===== src/rtl/mesh_dest_pkg.sv =====
package mesh_dest_pkg;
  localparam int LFSR_W = 32;
  localparam int DEF_FLITS = 5;

  typedef enum logic [1:0] {
    PAT_TRANSPOSE  = 2'd0,
    PAT_COMPLEMENT = 2'd1,
    PAT_WORST      = 2'd2,
    PAT_RANDOM     = 2'd3
  } pattern_e;
endpackage


===== src/rtl/mesh_lfsr.sv =====
module mesh_lfsr #(
  parameter logic [31:0] SEED = 32'h1D87_2A5B
) (
  input  logic        clk,
  input  logic        rst_n,
  output logic [31:0] state
);
  logic fb;

  // taps 32,22,2,1: maximal length sequence
  assign fb = state[31] ^ state[21] ^ state[1] ^ state[0];

  always_ff @(posedge clk) begin
    if (!rst_n) state <= SEED;
    else        state <= {state[30:0], fb};
  end

  // the all-zero state would lock the generator and freeze both injection and draws
  p_nonzero_r7: assert property (@(posedge clk) disable iff (!rst_n) state != '0)
    else $error("lfsr reached zero");
endmodule


===== src/rtl/mesh_dest_map.sv =====
module mesh_dest_map
  import mesh_dest_pkg::*;
#(
  parameter int KX = 8,
  parameter int KY = 8,
  parameter int KZ = 8,
  localparam int BX = $clog2(KX),
  localparam int BY = $clog2(KY),
  localparam int BZ = $clog2(KZ),
  localparam int BW = BX + BY + BZ
) (
  input  logic [BX-1:0] src_x,
  input  logic [BY-1:0] src_y,
  input  logic [BZ-1:0] src_z,
  input  pattern_e      pat,
  input  logic          asym,
  input  logic [BW-1:0] rnd,
  output logic [BX-1:0] dst_x,
  output logic [BY-1:0] dst_y,
  output logic [BZ-1:0] dst_z,
  output logic          invalid
);
  logic [BW-1:0] word, rot_w, swp_w, sel_w;
  int tx, ty, tz;
  logic use_word;

  assign word  = {src_x, src_y, src_z};
  assign rot_w = {word[BW-BX-1:0], word[BW-1:BW-BX]};

  generate
    if (BW == 2 * BX) begin : g_swap_edge
      assign swp_w = ~{word[BX-1:0], word[BW-1:BW-BX]};
    end else begin : g_swap_mid
      assign swp_w = ~{word[BX-1:0], word[BW-BX-1:BX], word[BW-1:BW-BX]};
    end
  endgenerate

  always_comb begin
    tx = 0; ty = 0; tz = 0;
    use_word = 1'b0;
    sel_w = rnd;
    unique case (pat)
      PAT_TRANSPOSE: begin
        if (asym) begin use_word = 1'b1; sel_w = rot_w; end
        else begin tx = int'(src_y); ty = int'(src_z); tz = int'(src_x); end
      end
      PAT_COMPLEMENT: begin
        tx = KX - 1 - int'(src_x);
        ty = KY - 1 - int'(src_y);
        tz = KZ - 1 - int'(src_z);
      end
      PAT_WORST: begin
        if (asym) begin use_word = 1'b1; sel_w = swp_w; end
        else begin
          tx = KX - 1 - int'(src_z);
          ty = KY - 1 - int'(src_y);
          tz = KZ - 1 - int'(src_x);
        end
      end
      default: begin use_word = 1'b1; sel_w = rnd; end
    endcase
    if (use_word) begin
      tx = int'(sel_w[BW-1:BY+BZ]);
      ty = int'(sel_w[BY+BZ-1:BZ]);
      tz = int'(sel_w[BZ-1:0]);
    end
    invalid = (tx < 0) || (tx >= KX) || (ty < 0) || (ty >= KY) ||
              (tz < 0) || (tz >= KZ);
    dst_x = BX'(tx);
    dst_y = BY'(ty);
    dst_z = BZ'(tz);
  end
endmodule


===== src/rtl/mesh_dest_gen.sv =====
module mesh_dest_gen
  import mesh_dest_pkg::*;
#(
  parameter int KX = 8,
  parameter int KY = 8,
  parameter int KZ = 8,
  parameter int RW = 8,
  parameter int FLITS = DEF_FLITS,
  parameter logic [31:0] SEED = 32'h1D87_2A5B,
  localparam int BX = $clog2(KX),
  localparam int BY = $clog2(KY),
  localparam int BZ = $clog2(KZ),
  localparam int BW = BX + BY + BZ,
  localparam int FW = $clog2(FLITS + 1)
) (
  input  logic          clk,
  input  logic          rst_n,
  input  logic [BX-1:0] node_x,
  input  logic [BY-1:0] node_y,
  input  logic [BZ-1:0] node_z,
  input  logic [1:0]    pat_sel,
  input  logic          asym_en,
  input  logic          self_send,
  input  logic [RW:0]   rate_thr,
  output logic          pkt_valid,
  input  logic          pkt_ready,
  output logic [BX-1:0] pkt_dst_x,
  output logic [BY-1:0] pkt_dst_y,
  output logic [BZ-1:0] pkt_dst_z,
  output logic [FW-1:0] pkt_flits,
  output logic          bad_dst
);
  logic [31:0]   lfsr;
  logic [BX-1:0] m_x;
  logic [BY-1:0] m_y;
  logic [BZ-1:0] m_z;
  logic          m_inv;
  pattern_e      pat;
  logic          attempt, hit, is_self, load, fixed_pat;
  logic          pend_q, bad_q;
  logic [BX-1:0] dx_q;
  logic [BY-1:0] dy_q;
  logic [BZ-1:0] dz_q;

  initial begin
    if (RW + BW > LFSR_W) $error("rate and coordinate draws exceed lfsr width");
    if (2 * BX > BW) $error("x field wider than half the coordinate word");
  end

  assign pat = pattern_e'(pat_sel);

  mesh_lfsr #(.SEED(SEED)) u_lfsr (
    .clk  (clk),
    .rst_n(rst_n),
    .state(lfsr)
  );

  mesh_dest_map #(.KX(KX), .KY(KY), .KZ(KZ)) u_map (
    .src_x  (node_x),
    .src_y  (node_y),
    .src_z  (node_z),
    .pat    (pat),
    .asym   (asym_en),
    .rnd    (lfsr[LFSR_W-1 -: BW]),
    .dst_x  (m_x),
    .dst_y  (m_y),
    .dst_z  (m_z),
    .invalid(m_inv)
  );

  assign attempt   = !pend_q || pkt_ready;
  assign hit       = {1'b0, lfsr[RW-1:0]} < rate_thr;
  assign is_self   = (m_x == node_x) && (m_y == node_y) && (m_z == node_z);
  assign fixed_pat = (pat != PAT_RANDOM);
  assign load      = attempt && hit && !m_inv && (self_send || !is_self);

  always_ff @(posedge clk) begin
    if (!rst_n) begin
      pend_q <= 1'b0;
      bad_q  <= 1'b0;
      dx_q   <= '0;
      dy_q   <= '0;
      dz_q   <= '0;
    end else begin
      bad_q <= attempt && hit && m_inv && fixed_pat;
      if (load) begin
        pend_q <= 1'b1;
        dx_q   <= m_x;
        dy_q   <= m_y;
        dz_q   <= m_z;
      end else if (attempt) begin
        pend_q <= 1'b0;
      end
    end
  end

  assign pkt_valid = pend_q;
  assign pkt_dst_x = dx_q;
  assign pkt_dst_y = dy_q;
  assign pkt_dst_z = dz_q;
  assign pkt_flits = FW'(FLITS);
  assign bad_dst   = bad_q;

  p_hold_r10: assert property (@(posedge clk) disable iff (!rst_n)
    (pkt_valid && !pkt_ready) |=> (pkt_valid && $stable(pkt_dst_x) &&
                                   $stable(pkt_dst_y) && $stable(pkt_dst_z)))
    else $error("held packet changed");

  p_range_r7: assert property (@(posedge clk) disable iff (!rst_n)
    pkt_valid |-> (int'(pkt_dst_x) < KX && int'(pkt_dst_y) < KY && int'(pkt_dst_z) < KZ))
    else $error("destination outside mesh");

  p_zero_rate_r9: assert property (@(posedge clk) disable iff (!rst_n)
    (rate_thr == '0) |=> !$rose(pkt_valid))
    else $error("injection with zero threshold");

  p_bad_excl_r11: assert property (@(posedge clk) disable iff (!rst_n)
    bad_dst |-> !$rose(pkt_valid))
    else $error("flagged attempt produced a packet");

  p_self_r12: assert property (@(posedge clk) disable iff (!rst_n)
    ($rose(pkt_valid) && !$past(self_send)) |->
      !(pkt_dst_x == $past(node_x) && pkt_dst_y == $past(node_y) &&
        pkt_dst_z == $past(node_z)))
    else $error("self packet issued while dropping");
endmodule


===== config.mk =====
export PLATFORM = sky130hd
export DESIGN_NAME = mesh_dest_gen
export DESIGN_NICKNAME = d
export VERILOG_FILES = /design/src/rtl/mesh_dest_pkg.sv /design/src/rtl/mesh_lfsr.sv /design/src/rtl/mesh_dest_map.sv /design/src/rtl/mesh_dest_gen.sv
export SDC_FILE = /design/constraint.sdc
export NUM_CORES = 1
export LEC_CHECK = 0
export CELL_PAD_IN_SITES_DETAIL_PLACEMENT = 1
export CELL_PAD_IN_SITES_GLOBAL_PLACEMENT = 1
export CORE_AREA = 5 5 70 72
export CTS_CLUSTER_SIZE = 24
export DETAILED_ROUTE_END_ITERATION = 10
export DIE_AREA = 0 0 75 77
export DONT_BUFFER_PORTS = 1
export HOLD_SLACK_MARGIN = 0.12
export PLACE_DENSITY = 0.79
export SLEW_MARGIN = 15
export SYNTH_ARGS = -nofsm -noshare
export SYNTH_HDL_FRONTEND = slang
export SYNTH_SLANG_ARGS = --single-unit

===== constraint.sdc =====
create_clock -name clk -period 3 [get_ports clk]
set_input_delay 0.6 -clock clk [delete_from_list [all_inputs] [get_ports clk]]
set_output_delay 0.6 -clock clk [all_outputs]
set_load 0.01 [all_outputs]

==> reports/metrics.json, run 1 <==
{
  "run_status": {"value": "finished, final reports clean"},
  "post-route-drc-count": {"value": 0},
  "most-common-layout-cells": {"value": "dfxtp_1, nand2b_1, nand2_1"},
  "endpoint_kind": {"value": "register"},
  "grt_max_degree": {"value": 44},
  "global_route.overflow_total": {"value": 0},
  "timing.slew.headroom": {"value": 64.70, "unit": "%"},
  "finalHoldViolCount": {"value": 0},
  "syn2layout_area_growth": {"value": 3.558, "unit": "%"},
  "max_stage_delay": {"value": 0.36, "unit": "ns"},
  "synth_compound_area_share": {"value": 18.29, "unit": "%"},
  "floorplan.initialDensity": {"value": 47.34, "unit": "%"},
  "rrSetupSlack": {"value": 1.04, "unit": "ns"},
  "worstPathArrival": {"value": 2.21, "unit": "ns"},
  "cts_sinks": {"value": 42},
  "cts_resized": {"value": 0},
  "mapped_avg_cell_area": {"value": 8.830, "unit": "um2"},
  "post-cts-setup-buffers": {"value": 0},
  "standard_cell_rows": {"value": 24},
  "grt.met3_usage": {"value": 3.922, "unit": "%"},
  "gpl.final_weighted_congestion": {"value": 0.7546},
  "synthDominantAreaCellType": {"value": "dfxtp_1"},
  "ios": {"value": 39},
  "leakage": {"value": 0.0008506, "unit": "uW"},
  "synth_top_cell_area_share": {"value": 41.95, "unit": "%"},
  "synth_enable_flop_cells": {"value": 0},
  "skew": {"value": 0.006356, "unit": "ns"},
  "fp.dieArea": {"value": 5775, "unit": "um2"},
  "synth_top_family_by_area": {"value": "simple AND/OR/NAND/NOR gates"},
  "die_h": {"value": 77, "unit": "um"},
  "cts_hold_repair.buffers": {"value": 0},
  "timing.critical_path.from_type": {"value": "input pin"},
  "gr-usage-all-layers": {"value": 15.94, "unit": "%"},
  "post-route-period-util": {"value": 68.74, "unit": "%"},
  "ratio_of_cells_with_drive_above_1_in_the_final_layout": {"value": 5.405, "unit": "%"},
  "postSynthCellCount": {"value": 227},
  "power.ir.vdd_worst": {"value": 0.3716, "unit": "mV"},
  "yosys.area_share.xor_xnor": {"value": 7.428, "unit": "%"},
  "timing.max_cap.violations": {"value": 0},
  "achievable-frequency": {"value": 484.9, "unit": "MHz"},
  "final.setup.tns": {"value": 0, "unit": "ns"},
  "synth-adder-area-share": {"value": 4.370, "unit": "%"},
  "portbufs": {"value": 0},
  "cp_max_fo": {"value": 29},
  "hpwlAfterDp": {"value": 3155, "unit": "um"},
  "ys.flop_type": {"value": "dfxtp_1"},
  "tritoncts": {"value": "yes"},
  "synthMuxAreaShare": {"value": 0, "unit": "%"},
  "route.vias.total": {"value": 1460},
  "post_synth_and_or_nand_nor_area_fraction": {"value": 20.72, "unit": "%"},
  "nNetsFinal": {"value": 253},
  "grt_setup_unrepaired": {"value": "no"},
  "clock_latency": {"value": 0.29, "unit": "ns"},
  "design.core.area": {"value": 4234, "unit": "um2"},
  "final_core_util": {"value": 49.02, "unit": "%"},
  "reg_area": {"value": 840.8, "unit": "um2"},
  "drt-total-wl": {"value": 4263, "unit": "um"},
  "cts.reportedPaths.clkPinSlew": {"value": 0.08, "unit": "ns"},
  "ys_ff_latch": {"value": 42},
  "count_of_inserted_antenna_diode_cells": {"value": 0},
  "synth_async_sr_flop_share": {"value": 0, "unit": "%"},
  "vias_in_the_first_global_route": {"value": 1506},
  "synth_sequential_area_ratio": {"value": 41.95, "unit": "%"},
  "firstDrtPassIters": {"value": 4},
  "most_common_cell_after_layout_fill_and_taps_aside": {"value": "dfxtp_1"},
  "grt.busiest_layer": {"value": "met2"},
  "pwr_density_cell": {"value": 560.7, "unit": "nW/um2"},
  "synth_area_leaders": {"value": "dfxtp_1, nand2b_1, and2_1"},
  "final-max-slew-violation-count": {"value": 0},
  "netlist-cell-type-count": {"value": 40},
  "power.total": {"value": 1164, "unit": "uW"},
  "cts_max_path_buffers": {"value": 2},
  "mappedNetlistArea": {"value": 2004, "unit": "um2"},
  "setup_violations": {"value": 0},
  "min_path_type": {"value": "in2reg"},
  "instances_no_fill": {"value": 274},
  "clock_tree.htree_level_count": {"value": 2},
  "crit_chain": {"value": "or2_1 -> and3_1 -> o41ai_1 -> and4b_1 -> a211o_1 -> o22ai_1"},
  "clock-root-buffer": {"value": "clkbuf_8"},
  "grt_pass1_wl": {"value": 7100, "unit": "um"},
  "fillers": {"value": 509},
  "synth_warn": {"value": 0},
  "ant_nets": {"value": 0},
  "grt_antenna_before_repair": {"value": 0},
  "timing_worst_slew_pin_value": {"value": 0.5295, "unit": "ns"},
  "finalWorstPathRequiredPeriod": {"value": 2.062, "unit": "ns"},
  "multi_input_area": {"value": 1033, "unit": "um2"},
  "vias_per_cell": {"value": 5.328},
  "crit_path_top_delay_cell": {"value": "o41ai_1"},
  "die_width": {"value": 75, "unit": "um"},
  "critical_path_required": {"value": 3.15, "unit": "ns"},
  "use_met2": {"value": 26.39, "unit": "%"},
  "routedWlPerCell": {"value": 15.56, "unit": "um"},
  "crit_type": {"value": "in2reg"},
  "detail_route.iter0.violations": {"value": 68},
  "placed_cells": {"value": 266},
  "cts_made_buffers": {"value": 5},
  "globalRouteMet1Util": {"value": 19.26, "unit": "%"}
}
-- worst max-delay path: cells and delay by family --
family,cells,cell delay [ns]
AOI/OAI and AO/OA,3,0.85
and+or+nand+nor,3,0.75
-- synth_stat cells (3+ instances only) --
library cell and number:
nor2_1 6, nand2b_1 19, o21ai_0 5, buf_4 6, nor3_1 4, dfxtp_1 42
a31oi_1 3, nand2_1 19, a21o_1 3, a21oi_1 15, a211oi_1 5, o22ai_1 13
xor2_1 11, inv_1 12, clkbuf_1 6, and2_1 16, ha_1 7, and3_1 3
xnor2_1 6
-- report_power, final --
group,total (uW),switching [uW],internal [uW]
Clock,364,179,186
Combinational,160,78.4,81.7
Sequential,639,34.9,605
Total,1160,292,872
-- per-stage QoR --
step | worst slack, ns | instance area [um2] | hold WS, ns
final | 0.9378 | 2076 | 0.3828
after global routing | 0.8872 | 2076 | 0.3616
after CTS | 0.9292 | 2076 | 0.3677
after detailed placement | 0.6274 | 1984 | 0.3963
after global placement | 0.6740 | 1984 | 0.3950
after floorplan | 0.9324 | 2012 | 0.3863
-- final timing paths --
check                        start                to  depth (start not counted)
hold / removal               rst_n   u_lfsr.state[1]                          1
hold reg to reg   u_lfsr.state[16]  u_lfsr.state[17]                          1
setup reg to reg  u_lfsr.state[24]      pkt_dst_y[0]                          6
setup / recovery        pat_sel[0]      pkt_dst_y[0]                          6
-- layer usage --
layer	wire, um	vias to the layer above
li1	-	750
met1	1860	678
met2	2152	24
met3	173	8
met4	76	0
met5	0	-
-- sequential cells by signal, summed over array words and instances, names as in the netlist --
name / count
u_lfsr.state: 32
pkt_dst_z: 3
pkt_valid: 1
pkt_dst_x: 3
pkt_dst_y: 3
-- cell families after synthesis --
logic type,Yosys count
other,2
DFF,42
AOI/OAI and AO/OA,55
xor gates and xnor gates,17
adders and majority gates,7
buffers and inverters,27
and+or+nand+nor,77
-- area by class of cell --
type	instances	share of cell area (%)
sequential	42	40.51
multi-input combinational	160	49.79
inverter	12	2.170
tap	52	3.134
clock buffer	7	4.159
clock inverter	1	0.2411
Power figures use the tool's default switching activity.
==> run 2: changes to the inputs <==
CORE_AREA = 5 5 73 75   (was 5 5 70 72)
DIE_AREA = 0 0 78 80   (was 0 0 75 77)
PLACE_DENSITY = 0.73   (was 0.79)
clock period = 2.05 ns   (was 3 ns; I/O delays follow)
==> run 2 against run 1 <==
Critical path depth increased by 1. Hold slack got worse by 0.19 ns. Cell count increased by 2.6%. Combinational power increased by 52%. Clock skew increased by 0.0027 ns. Power increased by 67%. Sequential cell count unchanged. Sequential power increased by 47%. Critical endpoint is now pkt_dst_x[0].
==> reports/metrics.json, run 2 (same netlist as run 1, synthesis figures left out) <==
{
  "run_status": {"value": "finished, final reports clean"},
  "grt_setup_unrepaired": {"value": "no"},
  "max_stage_delay": {"value": 0.38, "unit": "ns"},
  "hpwlAfterDp": {"value": 3124, "unit": "um"},
  "timing.critical_path.from_type": {"value": "register"},
  "route.vias.total": {"value": 1508},
  "ios": {"value": 39},
  "critPathCapture": {"value": "pkt_dst_x[0]"},
  "firstDrtPassIters": {"value": 4},
  "critical_path_cell_count": {"value": 7},
  "power.ir.vdd_worst": {"value": 0.6627, "unit": "mV"},
  "fillers": {"value": 569},
  "instances_no_fill": {"value": 281},
  "cts_made_buffers": {"value": 5},
  "crit_top_cell": {"value": "a211o_1"},
  "finalWorstPathRequiredPeriod": {"value": 1.884, "unit": "ns"},
  "standard_cell_rows": {"value": 25},
  "ant_nets": {"value": 0},
  "timing.max_cap.violations": {"value": 0},
  "r2r-start": {"value": "u_lfsr.state[1]"},
  "fin_area": {"value": 2162, "unit": "um2"},
  "worst_r2r_endpoint": {"value": "pkt_dst_x[0]"},
  "post-route-period-util": {"value": 91.90, "unit": "%"},
  "setup_violations": {"value": 0},
  "clock_latency": {"value": 0.29, "unit": "ns"},
  "pwr_density_cell": {"value": 899.8, "unit": "nW/um2"},
  "cts.reportedPaths.clkPinSlew": {"value": 0.08, "unit": "ns"},
  "registers.top_by_ff_count": {"value": "u_lfsr.state"},
  "floorplan.initialDensity": {"value": 43.59, "unit": "%"},
  "tritoncts": {"value": "yes"},
  "cts_hold_repair.buffers": {"value": 0},
  "cp_max_fo": {"value": 6},
  "vias_in_the_first_global_route": {"value": 1482},
  "leakage": {"value": 0.0008946, "unit": "uW"},
  "post-route-drc-count": {"value": 0},
  "cts_resized": {"value": 0},
  "grt_antenna_before_repair": {"value": 0},
  "largest_reg_flops": {"value": 32},
  "min_path_type": {"value": "in2reg"},
  "timing.critical_path.buf_inv": {"value": 1},
  "placed_cells": {"value": 273},
  "drt-total-wl": {"value": 4277, "unit": "um"},
  "final-max-slew-violation-count": {"value": 0},
  "cp-startpoint": {"value": "u_lfsr.state[1]"},
  "most-common-layout-cells": {"value": "dfxtp_1, nand2b_1, nand2_1"},
  "finalHoldViolCount": {"value": 0},
  "skew": {"value": 0.009076, "unit": "ns"},
  "rrSetupSlack": {"value": 0.17, "unit": "ns"},
  "final.setup.tns": {"value": 0, "unit": "ns"},
  "grt_max_degree": {"value": 44},
  "grt_pass1_wl": {"value": 6982, "unit": "um"},
  "cts_max_path_buffers": {"value": 2},
  "crit_path_top_delay_cell": {"value": "dfxtp_1"},
  "crit_chain": {"value": "ha_1 -> a211o_1 -> a21oi_1 -> o21ai_0 -> a211o_1 -> buf_4 -> o22ai_1"},
  "worstPathArrival": {"value": 2.11, "unit": "ns"},
  "post-cts-setup-buffers": {"value": 0},
  "critical_path_required": {"value": 2.27, "unit": "ns"},
  "endpoint_kind": {"value": "register"},
  "design.core.area": {"value": 4598, "unit": "um2"},
  "placed_area": {"value": 2024, "unit": "um2"},
  "clock_tree.htree_level_count": {"value": 2},
  "global_route.overflow_total": {"value": 0},
  "syn2layout_area_growth": {"value": 7.865, "unit": "%"},
  "power.total": {"value": 1945, "unit": "uW"},
  "critical_path.top_delay_family": {"value": "compound AO/OA/AOI/OAI gates"},
  "fp.dieArea": {"value": 6240, "unit": "um2"},
  "final_core_util": {"value": 47.02, "unit": "%"},
  "count_of_inserted_antenna_diode_cells": {"value": 0},
  "vias_per_cell": {"value": 5.367},
  "die_h": {"value": 80, "unit": "um"},
  "timing.reg2reg.worst_path_depth": {"value": 7},
  "achievable-frequency": {"value": 530.8, "unit": "MHz"},
  "ratio_of_cells_with_drive_above_1_in_the_final_layout": {"value": 7.930, "unit": "%"},
  "cts_sinks": {"value": 42},
  "crit_type": {"value": "reg2reg"},
  "portbufs": {"value": 0},
  "nNetsFinal": {"value": 258},
  "die_width": {"value": 78, "unit": "um"},
  "routedWlPerCell": {"value": 15.22, "unit": "um"},
  "clock-root-buffer": {"value": "clkbuf_8"},
  "gr-usage-all-layers": {"value": 14.01, "unit": "%"},
  "detail_route.iter0.violations": {"value": 34},
  "most_common_cell_after_layout_fill_and_taps_aside": {"value": "dfxtp_1"},
  "gpl.final_weighted_congestion": {"value": 0.8070}
}
-- run 2: cell count changes in the layout (fill, tap and decap cells not counted), sizes merged --
cell    change
bufinv      +2
clkbuf      -2
buf         +5
-- run 2: metrics by stage --
stage                     hold slack [ns]  setup slack (ns)
after floorplan                    0.3863            0.1724
after global placement             0.3963          0.006122
after detailed placement           0.3929          0.007763
after CTS                          0.1700            0.1512
after global routing               0.1765           0.05092
final                              0.1902            0.1661
-- run 2: how the worst min path moves through the flow --
stage / startpoint / endpoint / slack [ns] / cells after the start
3_5_place_dp: u_lfsr.state[17] / u_lfsr.state[18] / 0.39 / 1
5_1_grt: rst_n / u_lfsr.state[24] / 0.18 / 1
2_1_floorplan: u_lfsr.state[10] / u_lfsr.state[11] / 0.39 / 1
6_report: rst_n / u_lfsr.state[0] / 0.19 / 1
3_3_place_gp: u_lfsr.state[22] / u_lfsr.state[23] / 0.40 / 1
4_1_cts: rst_n / u_lfsr.state[0] / 0.17 / 1
-- run 2: power by group --
part / leakage [uW] / total [uW] / internal [uW] / switching, uW
Sequential: 0.000350 / 937 / 884 / 52.5
Clock: 0.0000683 / 764 / 488 / 277
Combinational: 0.000476 / 244 / 127 / 117
-- run 2: layout make-up --
type                    instances  area (um2)  share of cell area (%)
repair buffers                  5       37.54                   1.736
flip-flops and latches         42       840.8                   38.89
clock buffers                   5       68.82                   3.183
inverters                      12       45.04                   2.083
multi-input cells             160        1033                   47.80
clock inverters                 3       68.82                   3.183
well taps                      54       67.56                   3.125
-- run 2: routing by layer --
| layer | vias to the layer above | part of all wire (%) | track usage, % |
|---|---|---|---|
| met5 | - | 0 | 0 |
| met4 | 0 | 0.94 | 3.209 |
| met3 | 4 | 3.6 | 3.612 |
| met2 | 18 | 50 | 24.46 |
| met1 | 723 | 46 | 17.21 |
| li1 | 763 | - | - |
